$ cat src/rtl/i2cs_pkg.sv
package i2cs_pkg;

    localparam int BYTE_W = 8;
    localparam int CE_W   = 3;
    localparam int TYPE_W = 4;

    localparam logic [TYPE_W-1:0] TYPE_MEM  = 4'b1010;
    localparam logic [TYPE_W-1:0] TYPE_PROT = 4'b0110;

    typedef enum logic [3:0] {
        ST_IDLE,
        ST_SEL,
        ST_SEL_ACK,
        ST_ADR,
        ST_ADR_ACK,
        ST_WR,
        ST_WR_ACK,
        ST_RD,
        ST_RD_ACK
    } eng_state_e;

    typedef struct packed {
        logic start;
        logic stop;
        logic rise;
        logic fall;
    } line_ev_t;

    typedef struct packed {
        logic load;
        logic step_seq;
        logic step_page;
    } ptr_cmd_t;

    // returns {hit, protection_target}
    function automatic logic [1:0] sel_decode(input logic [BYTE_W-1:0] sel,
                                              input logic [CE_W-1:0]   ce);
        logic ce_ok;
        logic is_mem;
        logic is_prot;
        ce_ok   = (sel[CE_W:1] == ce);
        is_mem  = (sel[BYTE_W-1 -: TYPE_W] == TYPE_MEM);
        is_prot = (sel[BYTE_W-1 -: TYPE_W] == TYPE_PROT);
        return {ce_ok & (is_mem | is_prot), is_prot};
    endfunction

endpackage

$ cat src/rtl/i2cs_line_events.sv
module i2cs_line_events
    import i2cs_pkg::*;
(
    input  logic     clk,
    input  logic     rst,
    input  logic     scl_i,
    input  logic     sda_i,
    output line_ev_t ev_o
);

    logic scl_q;
    logic sda_q;

    always_ff @(posedge clk) begin
        if (rst) begin
            scl_q <= 1'b1;
            sda_q <= 1'b1;
        end else begin
            scl_q <= scl_i;
            sda_q <= sda_i;
        end
    end

    always_comb begin
        ev_o.start = scl_q & scl_i & sda_q & ~sda_i;
        ev_o.stop  = scl_q & scl_i & ~sda_q & sda_i;
        ev_o.rise  = ~scl_q & scl_i;
        ev_o.fall  = scl_q & ~scl_i;
    end

endmodule

$ cat src/rtl/i2cs_addr_ctr.sv
module i2cs_addr_ctr
    import i2cs_pkg::*;
#(
    parameter int ADDR_W = 8,
    parameter int PAGE_W = 4
) (
    input  logic              clk,
    input  logic              rst,
    input  ptr_cmd_t          cmd_i,
    input  logic [ADDR_W-1:0] load_val_i,
    output logic [ADDR_W-1:0] ptr_o
);

    logic [ADDR_W-1:0] ptr_q;
    logic [ADDR_W-1:0] page_next;

    generate
        if (PAGE_W >= ADDR_W) begin : g_whole
            assign page_next = ptr_q + 1'b1;
        end else begin : g_split
            logic [PAGE_W-1:0] low_next;
            assign low_next  = ptr_q[PAGE_W-1:0] + 1'b1;
            assign page_next = {ptr_q[ADDR_W-1:PAGE_W], low_next};
        end
    endgenerate

    always_ff @(posedge clk) begin
        if (rst) begin
            ptr_q <= '0;
        end else if (cmd_i.load) begin
            ptr_q <= load_val_i;
        end else if (cmd_i.step_seq) begin
            ptr_q <= ptr_q + 1'b1;
        end else if (cmd_i.step_page) begin
            ptr_q <= page_next;
        end
    end

    assign ptr_o = ptr_q;

    // a read step advances by one, wrapping at the top
    a_r6_seq_step: assert property (@(posedge clk) disable iff (rst)
        (cmd_i.step_seq && !cmd_i.load) |=> (ptr_o == ADDR_W'($past(ptr_o) + 1'b1)));

    // a page step never leaves the page
    a_r3_page_hold: assert property (@(posedge clk) disable iff (rst)
        (cmd_i.step_page && !cmd_i.load && !cmd_i.step_seq)
        |=> (ptr_o[ADDR_W-1:PAGE_W] == $past(ptr_o[ADDR_W-1:PAGE_W])));

endmodule

$ cat src/rtl/i2cs_ctrl.sv
module i2cs_ctrl
    import i2cs_pkg::*;
#(
    parameter int ADDR_W = 8
) (
    input  logic              clk,
    input  logic              rst,
    input  line_ev_t          ev_i,
    input  logic              scl_i,
    input  logic              sda_i,
    input  logic [CE_W-1:0]   ce_i,
    input  logic              wr_allow_i,
    input  logic              busy_i,
    input  logic [BYTE_W-1:0] mem_rdata_i,
    output ptr_cmd_t          ptr_cmd_o,
    output logic [ADDR_W-1:0] load_val_o,
    output logic              sda_pull_o,
    output logic              mem_rd_o,
    output logic              ld_strobe_o,
    output logic [BYTE_W-1:0] ld_data_o,
    output logic              tgt_prot_o,
    output logic              commit_o
);

    localparam int CNT_W = $clog2(BYTE_W + 1);
    localparam logic [CNT_W-1:0] CNT_FULL = CNT_W'(BYTE_W);
    localparam logic [CNT_W-1:0] CNT_ONE  = CNT_W'(1);

    eng_state_e        state;
    logic [CNT_W-1:0]  cnt;
    logic [BYTE_W-1:0] shreg;
    logic              rw_q;
    logic              prot_q;
    logic              have_data;
    logic              first_hi;
    logic              mack_q;
    logic              pull_q;
    logic              strobe_q;
    logic              commit_q;
    logic [BYTE_W-1:0] ld_data_q;
    logic [ADDR_W-1:0] load_val_q;
    ptr_cmd_t          cmd_q;

    logic [1:0]        dec;
    logic [BYTE_W-1:0] rd_byte;
    logic              fetch;

    assign dec     = sel_decode(shreg, ce_i);
    assign rd_byte = prot_q ? '1 : mem_rdata_i;
    assign fetch   = ev_i.fall && !busy_i && !prot_q &&
                     (((state == ST_SEL_ACK) && rw_q) ||
                      ((state == ST_RD_ACK) && mack_q));

    always_ff @(posedge clk) begin
        if (rst) begin
            state      <= ST_IDLE;
            cnt        <= '0;
            shreg      <= '0;
            rw_q       <= 1'b0;
            prot_q     <= 1'b0;
            have_data  <= 1'b0;
            first_hi   <= 1'b0;
            mack_q     <= 1'b0;
            pull_q     <= 1'b0;
            strobe_q   <= 1'b0;
            commit_q   <= 1'b0;
            ld_data_q  <= '0;
            load_val_q <= '0;
            cmd_q      <= '0;
        end else begin
            strobe_q <= 1'b0;
            commit_q <= 1'b0;
            cmd_q    <= '0;
            if (busy_i) begin
                state  <= ST_IDLE;
                pull_q <= 1'b0;
            end else if (ev_i.start) begin
                state     <= ST_SEL;
                cnt       <= '0;
                pull_q    <= 1'b0;
                have_data <= 1'b0;
                first_hi  <= 1'b0;
            end else if (ev_i.stop) begin
                if ((state == ST_WR) && first_hi && have_data && (cnt == CNT_ONE)) begin
                    commit_q <= 1'b1;
                end
                state  <= ST_IDLE;
                pull_q <= 1'b0;
            end else begin
                case (state)
                    ST_SEL, ST_ADR, ST_WR: begin
                        if (ev_i.rise) begin
                            shreg    <= {shreg[BYTE_W-2:0], sda_i};
                            cnt      <= cnt + 1'b1;
                            first_hi <= (cnt == '0);
                        end else if (ev_i.fall) begin
                            first_hi <= 1'b0;
                            if (cnt == CNT_FULL) begin
                                cnt <= '0;
                                if (state == ST_SEL) begin
                                    if (dec[1]) begin
                                        pull_q <= 1'b1;
                                        rw_q   <= shreg[0];
                                        prot_q <= dec[0];
                                        state  <= ST_SEL_ACK;
                                    end else begin
                                        state  <= ST_IDLE;
                                    end
                                end else if (state == ST_ADR) begin
                                    pull_q <= 1'b1;
                                    state  <= ST_ADR_ACK;
                                    if (!prot_q) begin
                                        cmd_q.load <= 1'b1;
                                        load_val_q <= ADDR_W'(shreg);
                                    end
                                end else begin
                                    state <= ST_WR_ACK;
                                    if (wr_allow_i) begin
                                        pull_q    <= 1'b1;
                                        have_data <= 1'b1;
                                        if (!prot_q) begin
                                            strobe_q        <= 1'b1;
                                            ld_data_q       <= shreg;
                                            cmd_q.step_page <= 1'b1;
                                        end
                                    end
                                end
                            end
                        end
                    end
                    ST_SEL_ACK: begin
                        if (ev_i.fall) begin
                            cnt <= '0;
                            if (rw_q) begin
                                state          <= ST_RD;
                                shreg          <= rd_byte;
                                pull_q         <= ~rd_byte[BYTE_W-1];
                                cmd_q.step_seq <= !prot_q;
                            end else begin
                                state  <= ST_ADR;
                                pull_q <= 1'b0;
                            end
                        end
                    end
                    ST_ADR_ACK, ST_WR_ACK: begin
                        if (ev_i.fall) begin
                            pull_q <= 1'b0;
                            cnt    <= '0;
                            state  <= ST_WR;
                        end
                    end
                    ST_RD: begin
                        if (ev_i.rise) begin
                            cnt <= cnt + 1'b1;
                        end else if (ev_i.fall) begin
                            if (cnt == CNT_FULL) begin
                                pull_q <= 1'b0;
                                state  <= ST_RD_ACK;
                            end else begin
                                pull_q <= ~shreg[BYTE_W-2];
                                shreg  <= {shreg[BYTE_W-2:0], 1'b1};
                            end
                        end
                    end
                    ST_RD_ACK: begin
                        if (ev_i.rise) begin
                            mack_q <= ~sda_i;
                            if (sda_i) begin
                                state <= ST_IDLE;
                            end
                        end else if (ev_i.fall) begin
                            cnt            <= '0;
                            state          <= ST_RD;
                            shreg          <= rd_byte;
                            pull_q         <= ~rd_byte[BYTE_W-1];
                            cmd_q.step_seq <= !prot_q;
                        end
                    end
                    default: ;
                endcase
            end
        end
    end

    assign ptr_cmd_o   = cmd_q;
    assign load_val_o  = load_val_q;
    assign sda_pull_o  = pull_q;
    assign mem_rd_o    = fetch;
    assign ld_strobe_o = strobe_q;
    assign ld_data_o   = ld_data_q;
    assign tgt_prot_o  = prot_q;
    assign commit_o    = commit_q;

    // the data line is only taken low while the bus clock is low
    a_r12_pull_scl_low: assert property (@(posedge clk) disable iff (rst)
        $rose(sda_pull_o) |-> !scl_i);

    // a busy sequencer silences the engine
    a_r9_busy_release: assert property (@(posedge clk) disable iff (rst)
        busy_i |=> !sda_pull_o);

    // commit is a single-cycle pulse
    a_r4_commit_pulse: assert property (@(posedge clk) disable iff (rst)
        commit_o |=> !commit_o);

    // every load strobe coincides with an acknowledge
    a_r3_strobe_acked: assert property (@(posedge clk) disable iff (rst)
        ld_strobe_o |-> sda_pull_o);

    // no page buffer load for the protection target
    a_r11_prot_no_strobe: assert property (@(posedge clk) disable iff (rst)
        ld_strobe_o |-> !tgt_prot_o);

endmodule

$ cat src/rtl/eeprom_cmd_engine.sv
module eeprom_cmd_engine
    import i2cs_pkg::*;
#(
    parameter int ADDR_W = 8,
    parameter int PAGE_W = 4
) (
    input  logic              clk,
    input  logic              rst,
    input  logic              scl_i,
    input  logic              sda_i,
    input  logic [CE_W-1:0]   ce_i,
    input  logic              wr_allow_i,
    input  logic              busy_i,
    input  logic [BYTE_W-1:0] mem_rdata_i,
    output logic              sda_pull_o,
    output logic [ADDR_W-1:0] mem_addr_o,
    output logic              mem_rd_o,
    output logic              ld_strobe_o,
    output logic [BYTE_W-1:0] ld_data_o,
    output logic              tgt_prot_o,
    output logic              commit_o
);

    line_ev_t          ev;
    ptr_cmd_t          ptr_cmd;
    logic [ADDR_W-1:0] load_val;

    i2cs_line_events u_events (
        .clk   (clk),
        .rst   (rst),
        .scl_i (scl_i),
        .sda_i (sda_i),
        .ev_o  (ev)
    );

    i2cs_addr_ctr #(
        .ADDR_W (ADDR_W),
        .PAGE_W (PAGE_W)
    ) u_ptr (
        .clk        (clk),
        .rst        (rst),
        .cmd_i      (ptr_cmd),
        .load_val_i (load_val),
        .ptr_o      (mem_addr_o)
    );

    i2cs_ctrl #(
        .ADDR_W (ADDR_W)
    ) u_ctrl (
        .clk         (clk),
        .rst         (rst),
        .ev_i        (ev),
        .scl_i       (scl_i),
        .sda_i       (sda_i),
        .ce_i        (ce_i),
        .wr_allow_i  (wr_allow_i),
        .busy_i      (busy_i),
        .mem_rdata_i (mem_rdata_i),
        .ptr_cmd_o   (ptr_cmd),
        .load_val_o  (load_val),
        .sda_pull_o  (sda_pull_o),
        .mem_rd_o    (mem_rd_o),
        .ld_strobe_o (ld_strobe_o),
        .ld_data_o   (ld_data_o),
        .tgt_prot_o  (tgt_prot_o),
        .commit_o    (commit_o)
    );

endmodule

$ cat config.mk
export PLATFORM = sky130hd
export DESIGN_NAME = eeprom_cmd_engine
export DESIGN_NICKNAME = d
export VERILOG_FILES = /design/src/rtl/i2cs_pkg.sv /design/src/rtl/i2cs_line_events.sv /design/src/rtl/i2cs_addr_ctr.sv /design/src/rtl/i2cs_ctrl.sv /design/src/rtl/eeprom_cmd_engine.sv
export SDC_FILE = /design/constraint.sdc
export NUM_CORES = 1
export LEC_CHECK = 0
export ABC_AREA = 1
export BUFFER_PORTS_ARGS = -buffer_cell sky130_fd_sc_hd__buf_2
export CORE_UTILIZATION = 55
export DETAILED_ROUTE_END_ITERATION = 8
export PLACE_DENSITY = 0.76
export SKIP_CTS_REPAIR_TIMING = 1
export SLEW_MARGIN = 20
export SYNTH_ARGS = -nofsm -noshare
export SYNTH_HDL_FRONTEND = slang
export SYNTH_SLANG_ARGS = --single-unit
export TNS_END_PERCENT = 20
$ cat constraint.sdc
create_clock -name clk -period 1.9 [get_ports clk]
set_input_delay 0.095 -clock clk [delete_from_list [all_inputs] [get_ports clk]]
set_output_delay 0.095 -clock clk [all_outputs]
set_load 0.01 [all_outputs]
== Yosys cells after proc, flatten, opt, wreduce, memory -nomap -nowiden ==
Index checks and enable logic that the tools add are counted.

* Register bits: 52
* Bits in latches: 0
* Memory bits (writable): 0
* Bits in read-only memories: 0
* Bits of input ports: 17
* Output and inout port bits: 21
* Logic and storage cells: 214
* Memories: 0

* $add $sub $neg: 3
* Multiply operators: 0
* Divide/modulo/power cells: 0
* $lt $le $gt $ge: 0
* Equality and inequality tests: 48
* Shift operators: 0
* Mux-type cells: 75
* Bitwise gates (word level): 26
* Reductions and logical operators: 42

{| class="wikitable"
|+ Operator list
! kind !! count
|-
| $mux 8 || 11
|-
| $mux 4 || 21
|-
| $mux 1 || 35
|-
| $reduce_and 11->1 || 3
|-
| $ne 4x3->1 const B || 8
|-
| $pmux 8 s4 || 1
|-
| $reduce_and 12->1 || 2
|-
| $eq 4x3->1 const B || 5
|-
| $ne 2x1->1 const B || 10
|-
| $pmux 4 s5 || 1
|-
| $reduce_and 9->1 || 2
|-
| $not 1->1 || 17
|-
| $pmux 4 s4 || 1
|-
| $ne 2x2->1 const B || 7
|-
| $eq 4x4->1 const B || 3
|-
| $reduce_or 11->1 || 1
|-
| $reduce_and 10->1 || 1
|-
| $reduce_bool 2->1 || 5
|-
| $reduce_bool 5->1 || 2
|-
| $reduce_or 10->1 || 1
|-
| $ne 3x3->1 const B || 3
|-
| $add 4x1->4 const B || 2
|-
| $add 8x1->8 const B || 1
|-
| $and 1x1->1 || 8
|-
| 26 further kinds || 43
|}

== Depth between registers and ports, before layout ==
Gate-level depths: netlist of the first run.

* Word-level depth: 11
* Depth in mapped cells: 14
* Gate-level depth less buffers: 13

== Cells and area by module ==
Synthesis of the first run repeated with hierarchy kept, for this count alone.

* Cell total of the unflattened synthesis: 470
* Area total of the unflattened synthesis: 3171.8 µm²

{| class="wikitable"
|+ Modules (own cells, without submodules)
! module !! instances !! cells each !! area each (µm²) !! seq. area each (µm²)
|-
| i2cs_ctrl || 1 || 376 || 2565.0 || 840.8
|-
| i2cs_addr_ctr || 1 || 78 || 514.2 || 160.2
|-
| i2cs_line_events || 1 || 16 || 92.6 || 40.0
|}

== Least setup slack after synthesis of the first run ==
OpenSTA, ideal clock, no wires.

* Path kind: register to register
* Start point: register u_events.scl_q
* End point: register u_ctrl.state[1]
* Setup time: 0.113 ns
* Data arrival time: 1.538 ns
* Data required time: 1.787 ns
* Setup slack: 0.249 ns
* Stages on the path, launching flop included: 14
* Buffers on the path: 1
* Period minus slack after synthesis: 1.651 ns
* Cell sequence: dfxtp_1 inv_1 ha_1 clkbuf_1 inv_1 nand2_1 nand2_1 nand2_1 a21oi_1 nand2_1 inv_1 nand2_1 nor2_1 nor2_1

* Longest elaborated chain between the ends: 4
* Elaborated cells between the ends (all ways): 20
* Classes of those cells: eq/ne: 8; mux: 2; bitwise: 8; reduce/logical: 2

{| class="wikitable"
|+ RTL lines
! element !! RTL line !! source
|-
| start, declared || i2cs_line_events.sv:11 || <nowiki>logic scl_q;</nowiki>
|-
| start signal, assigned || i2cs_line_events.sv:19 || <nowiki>scl_q <= scl_i;</nowiki>
|-
| $not 1->1 or $and 1x1->1 (tied branches) || i2cs_line_events.sv:27, i2cs_line_events.sv:25, i2cs_line_events.sv:26 ||
|-
| $and 1x1->1, on equally long branches || i2cs_line_events.sv:27, i2cs_line_events.sv:25, i2cs_line_events.sv:26 ||
|-
| $ne 3x2->1 (no line), or another cell as far along || n/a ||
|-
| $reduce_and 11->1 (no line), or another cell as far along || n/a ||
|-
| end signal, assigned || i2cs_ctrl.sv:56 || <nowiki>state <= ST_IDLE;</nowiki>
|-
| end signal, assigned || i2cs_ctrl.sv:75 || <nowiki>state <= ST_IDLE;</nowiki>
|-
| end signal, assigned || i2cs_ctrl.sv:78 || <nowiki>state <= ST_SEL;</nowiki>
|-
| end, declared || i2cs_ctrl.sv:29 || <nowiki>eng_state_e state;</nowiki>
|}

Several ways; a longest one is shown, not always the timed one.
A chain may end at the register's enable or synchronous reset.

== Final worst setup path of the first run ==
* Start point: register u_events.scl_q
* End point: register u_ctrl.shreg[0]

* Longest elaborated chain between the ends: 5
* Elaborated cells between the ends (all ways): 17
* Classes of those cells: eq/ne: 6; bitwise: 10; reduce/logical: 1

{| class="wikitable"
|+ RTL lines
! element !! RTL line !! source
|-
| $and 1x1->1 || i2cs_line_events.sv:25, i2cs_line_events.sv:26 ||
|-
| $and 1x1->1, on equally long branches (2 in a row) || i2cs_line_events.sv:25, i2cs_line_events.sv:26 ||
|-
| $not 1->1 (no line) || n/a ||
|-
| $reduce_and 12->1 (no line) (*) || n/a ||
|-
| end signal, assigned || i2cs_ctrl.sv:93 || <nowiki>shreg <= {shreg[BYTE_W-2:0], sda_i};</nowiki>
|-
| end signal, assigned || i2cs_ctrl.sv:136 || <nowiki>shreg <= rd_byte;</nowiki>
|-
| end signal, assigned || i2cs_ctrl.sv:161 || <nowiki>shreg <= {shreg[BYTE_W-2:0], 1'b1};</nowiki>
|-
| end, declared || i2cs_ctrl.sv:31 || <nowiki>logic [BYTE_W-1:0] shreg;</nowiki>
|}

Mark *: on every way between the ends. The rest lies on a longest branch, timed or not.

==> metrics.json, run 1 <==
{
  "synth_flop_cell": "sky130_fd_sc_hd__dfxtp_1",
  "design.final.nets": 525,
  "most_frequent_standard_cell_in_the_layout_excluding_fill_and_tap_cells": "sky130_fd_sc_hd__nand2_1",
  "crit_type": "reg -> reg",
  "holdPathEnd": "u_events.scl_q",
  "layout.cells.most_common_list": "sky130_fd_sc_hd__nand2_1, sky130_fd_sc_hd__nor2_1, sky130_fd_sc_hd__inv_1, sky130_fd_sc_hd__dfxtp_1, sky130_fd_sc_hd__buf_2",
  "whs_path_depth": 3,
  "cp_launch_type": "register",
  "share_seq_of_total_power": 0.437,
  "report.final.hold_viol_count": 0,
  "critical_path_cell_by_cell": "ha_2, nand2_1, nor2_1, inv_1, nand2_2, nor2_4, nand2_2, nor3_4, buf_6, nand3_1, nand2_1, nor2_1",
  "post-route-drc-count": 0,
  "clockPowerShare": 0.288,
  "chipWidth_um": 76.7,
  "via_total_after_detailed_routing": 3035,
  "syn-num-nets": 479,
  "die_h_um": 76.7,
  "gr-total-overflow": 0,
  "ys.warnings.count": 0,
  "dp.final_hpwl_um": 5530,
  "library_cell_with_the_largest_summed_area_after_synthesis": "sky130_fd_sc_hd__dfxtp_1",
  "cellLeakagePower_nw": 1.62,
  "global_route_wire_length_before_repair_um": 12300,
  "power_consumption_mw": 2.69,
  "timing.final.max_slew_violations": 0,
  "htree_num_levels": 2,
  "clk_latency_ns": 0.31,
  "clockBufferDepth": 2,
  "layout.filler_cells": 465,
  "final.period_utilization": 0.954,
  "yosys.area_share.xor_xnor": 0.0200,
  "synth-edff-count": 0,
  "clock_sinks": 52,
  "grt_start_max_net_pins": 26,
  "coreArea_mm2": 0.00524,
  "floorplan.die_area_mm2": 0.00588,
  "arithmetic_cell_share_of_the_synthesized_area_counting_full_adders_half_adders_and_majority_gates": 0.0285,
  "p_switching_uw": 903,
  "reg2reg_from": "u_events.scl_q",
  "final_standard_cell_utilization_of_the_core": 0.679,
  "crit_required_ns": 2.11,
  "pin_count": 38,
  "finalCriticalPeriod_ns": 1.81,
  "std_cell_rows": 26,
  "detailedRoute.firstIterationViolations": 219,
  "hold_slack_ns": 0.0273,
  "routedWlPerCell_um": 13.4,
  "maximum_vdd_ir_drop_mv": 0.377,
  "grt_setup_unrepaired": "yes",
  "placed_cells": 561,
  "insertedDiodeCount": 0,
  "worstHoldPathType": "in -> reg",
  "synthArstFlopShare": 0,
  "area_delta_synth_final_pct": 15.9,
  "grt_pass1_vias": 2590,
  "p_int_mw": 1.79,
  "max-cap-violations": 0,
  "synth.top_cell.area_share": 0.339,
  "synth_seq_area_share": 0.339,
  "muxShareOfSynthArea": 0,
  "status": "finished clean",
  "max-slew-margin-rel": 0.454,
  "postSynthAreaPerCell_um2": 6.74,
  "finalWeightedCongestion": 0.972,
  "r2r_end": "u_ctrl.shreg[0]",
  "mapped_cells": 455,
  "final_antenna_net_count": 0,
  "count_of_distinct_cell_types_in_the_synthesized_netlist": 39,
  "synth_top_family_by_area": "simple AND/OR/NAND/NOR gates",
  "port_buffer_count": 37,
  "totalNegativeSetupSlack_ns": 0,
  "critPathArrivalTime_ns": 2.03,
  "fin_skew_ns": 0.00866,
  "drive_above_1_share": 0.219,
  "route.detailed.vias_per_inst": 5.31,
  "synth-compound-area-share": 0.159,
  "cp_max_fo": 8,
  "grt_usage": 0.261,
  "sw_frac_of_total": 0.336,
  "initial_antenna_violation_count": 0,
  "yosys_register_bits": 52,
  "fmax_ghz": 0.552,
  "syn-cell-area_mm2": 0.00307,
  "slowest_stage": "sky130_fd_sc_hd__dfxtp_2",
  "comb_power_share": 0.275,
  "timing_worst_slew_pin_value_ns": 0.817,
  "synthSimpleGateAreaFrac": 0.362,
  "beginning_of_the_worst_hold_path": "scl_i",
  "p_per_area_mw_per_mm2": 756,
  "seq_area_mm2": 0.00104,
  "initial_util": 0.586,
  "clk_pin_slew_worst_paths_ns": 0.10,
  "post_layout_nonfiller_instances": 572,
  "critical_path.endpoint_type": "register",
  "worst-r2r-cell-count": 12,
  "drtPass1Iterations": 5,
  "synth_top_cells_by_area": "sky130_fd_sc_hd__dfxtp_1, sky130_fd_sc_hd__nand2_1, sky130_fd_sc_hd__nor2_1, sky130_fd_sc_hd__inv_1, sky130_fd_sc_hd__a21oi_1",
  "multi_input_area_mm2": 0.00180,
  "cts-buffers-inserted": 5,
  "tritoncts": "yes",
  "regToRegSetupSlack_ns": 0.09,
  "root_buffer": "sky130_fd_sc_hd__clkbuf_8",
  "route.final.wire_length_um": 7670,
  "critical-path-max-stage-delay_ns": 0.35,
  "setup_viol": 0
}
==> flip-flops by register name (all words and copies together), names as in the netlist <==
name,cells
u_ctrl.rw_q,1
u_ptr.ptr_o,8
u_ctrl.commit_o,1
u_ctrl.first_hi,1
u_events.sda_q,1
u_ctrl.ptr_cmd_o,2
u_ctrl.shreg,8
u_ctrl.tgt_prot_o,1
u_ctrl.load_val_o,8
u_ctrl.mack_q,1
u_ctrl.ld_strobe_o,1
u_ctrl.ld_data_o,8
u_ctrl.sda_pull_o,1
u_ctrl.state,4
u_ctrl.have_data,1
u_events.scl_q,1
u_ctrl.cnt,4
==> per-stage QoR <==
stage | worst slack, ns | area (um2)
global placement | 0.0767 | 3350
finish | 0.0876 | 3560
floorplan | 0.249 | 3070
detailed placement | 0.0262 | 3350
CTS | 0.00291 | 3470
global route | -0.0205 | 3560
==> layout make-up <==
class                   count  area share
multi-input cells         334       0.505
clock buffers               6      0.0204
well taps                  70      0.0246
clock inverters             2      0.0109
repair buffers             50      0.0841
flip-flops and latches     52       0.294
inverters                  58      0.0612
==> layer usage <==
metal	part of all wire	wire, um	vias to the layer above	global-route usage
met1	0.47	3600	1358	0.357
met5	0	0	-	0
li1	-	-	1561	-
met3	0.066	503	10	0.0571
met2	0.45	3470	106	0.413
met4	0.012	94	0	0.0712
==> synth_stat cells (2+ instances only) <==
library cell               number
sky130_fd_sc_hd__inv_2          5
sky130_fd_sc_hd__nor2_4         2
sky130_fd_sc_hd__nand3b_1       7
sky130_fd_sc_hd__ha_1           7
sky130_fd_sc_hd__nor2_2         4
sky130_fd_sc_hd__a21oi_1       25
sky130_fd_sc_hd__xnor2_1        3
sky130_fd_sc_hd__o21ai_1       11
sky130_fd_sc_hd__nor3_1         4
sky130_fd_sc_hd__inv_1         53
sky130_fd_sc_hd__nor2_1        79
sky130_fd_sc_hd__nand2_1      102
sky130_fd_sc_hd__a211oi_2       8
sky130_fd_sc_hd__o21ai_0       21
sky130_fd_sc_hd__dfxtp_1       52
sky130_fd_sc_hd__clkbuf_1       7
sky130_fd_sc_hd__a311oi_1       2
sky130_fd_sc_hd__nand3_1       23
sky130_fd_sc_hd__nand2_2        7
sky130_fd_sc_hd__a31oi_1        4
sky130_fd_sc_hd__nand2_4        3
sky130_fd_sc_hd__nand4_1        3
sky130_fd_sc_hd__xor2_1         4
sky130_fd_sc_hd__nand3_2        3
sky130_fd_sc_hd__buf_6          2
==> power groups by stage <==
stage	sequential [mW]	combinational, mW	clock (mW)
after floorplan	1.19	0.523	0
after global placement	1.20	0.683	0
after detailed placement	1.20	0.687	0
after CTS	1.17	0.690	0.787
after global routing	1.18	0.832	0.837
final	1.18	0.739	0.775
==> critical path: cells and delay by family (launching register included) <==
| family | cells | cell delay [ns] |
|---|---|---|
| adders and majority gates | 1 | 0.18 |
| buffers and inverters | 2 | 0.26 |
| DFF | 1 | 0.35 |
| and+or+nand+nor | 9 | 0.92 |
==> logic make-up after synthesis <==
| group | after synthesis |
|---|---|
| AO/OA/AOI/OAI | 77 |
| XOR/XNOR | 7 |
| adder cells (fa/ha/maj) | 7 |
| buffers and inverters | 69 |
| flip-flops | 52 |
| AND/OR/NAND/NOR | 243 |
==> worst max-delay path by stage <==
stage | end | start | slack (ns) | depth (start not counted)
after detailed placement | u_ctrl.shreg[2] | u_events.scl_q | 0.03 | 9
after global placement | u_ctrl.shreg[2] | u_events.scl_q | 0.08 | 9
final | u_ctrl.shreg[0] | u_events.scl_q | 0.09 | 12
after global routing | u_ctrl.cnt[3] | u_ctrl.cnt[1] | -0.02 | 12
after CTS | u_ctrl.shreg[2] | u_events.scl_q | 0.003 | 9
after floorplan | u_ctrl.state[1] | u_events.scl_q | 0.25 | 13
Power figures use the tool's default switching activity.
==> run 2: changes to the inputs <==
--- a/config.mk
+++ b/config.mk
@@ -5,7 +5,6 @@
 export SDC_FILE = /design/constraint.sdc
 export NUM_CORES = 1
 export LEC_CHECK = 0
-export ABC_AREA = 1
 export BUFFER_PORTS_ARGS = -buffer_cell sky130_fd_sc_hd__buf_2
 export CORE_UTILIZATION = 55
 export DETAILED_ROUTE_END_ITERATION = 8
==> constraint.sdc (replaced) <==
create_clock -name clk -period 1.9 [get_ports clk]
set_input_delay 0.285 -clock clk [delete_from_list [all_inputs] [get_ports clk]]
set_output_delay 0.285 -clock clk [all_outputs]
set_load 0.01 [all_outputs]
==> run 2 against run 1 <==
Net effect:
- the flow now finishes with violations (setup timing)
- routed wire length is 17% higher
- die area is 1.9% lower
- core utilization is 11 points higher
- sequential share of layout area is 3.6 points lower
- sequential power is 7% lower
- combinational power is 64% lower
- area after synthesis is 2.0% lower
- critical path depth is 4 lower
- critical endpoint is now u_ctrl.cnt[0]
- largest power group unchanged
- highest routed layer unchanged
==> metrics.json, run 2 <==
{
  "status": "finished, violations left",
  "violations": "setup timing",
  "detailedRoute.firstIterationViolations": 257,
  "routedWlPerCell_um": 16.6,
  "totalNegativeSetupSlack_ns": -0.285,
  "report.final.hold_viol_count": 0,
  "grt_usage": 0.298,
  "sw_frac_of_total": 0.258,
  "synth_most_common_cell": "sky130_fd_sc_hd__dfxtp_1",
  "grt_start_max_net_pins": 41,
  "p_per_area_mw_per_mm2": 529,
  "synth_top_cells_by_area": "sky130_fd_sc_hd__dfxtp_1, sky130_fd_sc_hd__mux2i_1, sky130_fd_sc_hd__a21oi_1, sky130_fd_sc_hd__nor2_1, sky130_fd_sc_hd__o21ai_0",
  "initial_util": 0.582,
  "setup_viol": 8,
  "dp.final_hpwl_um": 6200,
  "post-place-ws_ns": -0.274,
  "critical_path.endpoint_type": "register",
  "clk_latency_ns": 0.32,
  "max-cap-violations": 0,
  "worstHoldPathType": "in -> reg",
  "route.final.wire_length_um": 8940,
  "final_cell_area_mm2": 0.00410,
  "port_buffer_count": 37,
  "final.period_utilization": 1.04,
  "cp_max_fo": 7,
  "floorplan.die_area_mm2": 0.00577,
  "insertedDiodeCount": 0,
  "crit_required_ns": 2.14,
  "maximum_vdd_ir_drop_mv": 0.457,
  "synth_seq_area_share": 0.346,
  "share_seq_of_total_power": 0.506,
  "most_frequent_standard_cell_in_the_layout_excluding_fill_and_tap_cells": "sky130_fd_sc_hd__buf_4",
  "clk_pin_slew_worst_paths_ns": 0.11,
  "via_total_after_detailed_routing": 3166,
  "critPathArrivalTime_ns": 2.22,
  "timing_worst_slew_pin_value_ns": 0.643,
  "fin_skew_ns": 0.0128,
  "initial_antenna_violation_count": 0,
  "grt_pass1_vias": 2860,
  "chipWidth_um": 76.0,
  "area_delta_synth_final_pct": 36.3,
  "synth.top_cell.area_share": 0.346,
  "clock_sinks": 52,
  "syn-cell-area_mm2": 0.00301,
  "p_switching_uw": 560,
  "count_of_distinct_cell_types_in_the_synthesized_netlist": 55,
  "clockPowerShare": 0.373,
  "global_route_wire_length_before_repair_um": 13800,
  "library_cell_with_the_largest_summed_area_after_synthesis": "sky130_fd_sc_hd__dfxtp_1",
  "syn-num-nets": 398,
  "layout.cells.most_common_list": "sky130_fd_sc_hd__buf_4, sky130_fd_sc_hd__dfxtp_1, sky130_fd_sc_hd__buf_2, sky130_fd_sc_hd__nor2_1, sky130_fd_sc_hd__a21oi_1",
  "pin_count": 38,
  "route.detailed.vias_per_inst": 5.86,
  "synth-edff-count": 0,
  "final_antenna_net_count": 0,
  "synth.top_cells.by_count": "sky130_fd_sc_hd__dfxtp_1, sky130_fd_sc_hd__nor2_1, sky130_fd_sc_hd__a21oi_1",
  "finalWeightedCongestion": 0.924,
  "std_cell_rows": 26,
  "clockBufferDepth": 2,
  "gr-total-overflow": 0,
  "synthArstFlopShare": 0,
  "postSynthAreaPerCell_um2": 8.04,
  "post-route-drc-count": 0,
  "p_int_mw": 1.61,
  "root_buffer": "sky130_fd_sc_hd__clkbuf_8",
  "mapped_cells": 374,
  "timing.final.max_slew_violations": 0,
  "drtPass1Iterations": 5,
  "fmax_ghz": 0.505,
  "max-slew-margin-rel": 0.571,
  "synth_flop_cell": "sky130_fd_sc_hd__dfxtp_1",
  "placement.cell_area_mm2": 0.00367,
  "fin_ws_ns": -0.0804,
  "htree_num_levels": 2,
  "final_standard_cell_utilization_of_the_core": 0.792,
  "finalCriticalPeriod_ns": 1.98,
  "crit_type": "reg -> reg",
  "cts-buffers-inserted": 5,
  "cellLeakagePower_nw": 1.62,
  "ys.warnings.count": 0,
  "yosys_register_bits": 52,
  "cp_launch_type": "register",
  "tritoncts": "yes",
  "coreArea_mm2": 0.00517,
  "design.final.nets": 493,
  "regToRegSetupSlack_ns": -0.08,
  "die_h_um": 76.0,
  "drive_above_1_share": 0.360,
  "comb_power_share": 0.121,
  "grt_setup_unrepaired": "yes"
}
## run 2: layer usage
metal,GRT usage,share of wire,up-vias
li1,-,-,1534
met1,0.414,0.46,1493
met3,0.0506,0.057,13
met5,0,0,-
met2,0.475,0.47,126
met4,0.0865,0.011,0
## run 2: worst max-delay path: stages (launching register included)
cell and delay (ns):
sky130_fd_sc_hd__dfxtp_4 0.38, sky130_fd_sc_hd__inv_2 0.05, sky130_fd_sc_hd__ha_4 0.18, sky130_fd_sc_hd__or4b_4 0.51, sky130_fd_sc_hd__o221ai_4 0.22, sky130_fd_sc_hd__a21o_1 0.19, sky130_fd_sc_hd__buf_4 0.13, sky130_fd_sc_hd__nand4_1 0.10
sky130_fd_sc_hd__a21oi_1 0.15
## run 2: kinds of logic (layout without fill, tap and decap cells)
kind of cell             Yosys count  after routing  share of synthesized area
AND/OR/NAND/NOR                  145            145                      0.253
AO/OA/AOI/OAI                    100            100                      0.220
flip-flops                        52             52                      0.346
buffers and inverters             40            136                     0.0562
multiplexers                      19             19                     0.0632
XOR/XNOR                          11             11                     0.0320
adder cells (fa/ha/maj)            7              7                     0.0291
## run 2: final timing paths
check,startpoint,to,cells after the start
setup / recovery,u_events.scl_q,u_ctrl.cnt[0],8
hold / removal,scl_i,u_events.scl_q,2
setup reg to reg,u_events.scl_q,u_ctrl.cnt[0],8
hold reg to reg,u_ctrl.first_hi,u_ctrl.commit_o,2
## run 2: power groups by stage
stage	sequential (mW)	clock, mW	combinational (mW)
after floorplan	1.12	0	0.116
after global placement	1.12	0	0.216
after detailed placement	1.12	0	0.217
after CTS	1.10	0.816	0.219
after global routing	1.10	0.848	0.280
final	1.10	0.809	0.263
## run 2: final cells by class
cell class	count	area, um2
fill	366	1070
sequential	52	1060
multi-input combinational	282	2000
timing repair buffer	112	776
clock buffer	5	68.8
tap	70	87.6
inverter	16	60.1
clock inverter	3	46.3
## run 2: stage by stage
| step | std cells | hold slack (ns) | total power [mW] |
|---|---|---|---|
| after floorplan | 374 | 0.392 | 1.24 |
| after global placement | 520 | 0.452 | 1.34 |
| after detailed placement | 520 | 0.450 | 1.34 |
| after CTS | 528 | 0.205 | 2.13 |
| after global routing | 540 | 0.240 | 2.22 |
| final | 540 | 0.243 | 2.17 |
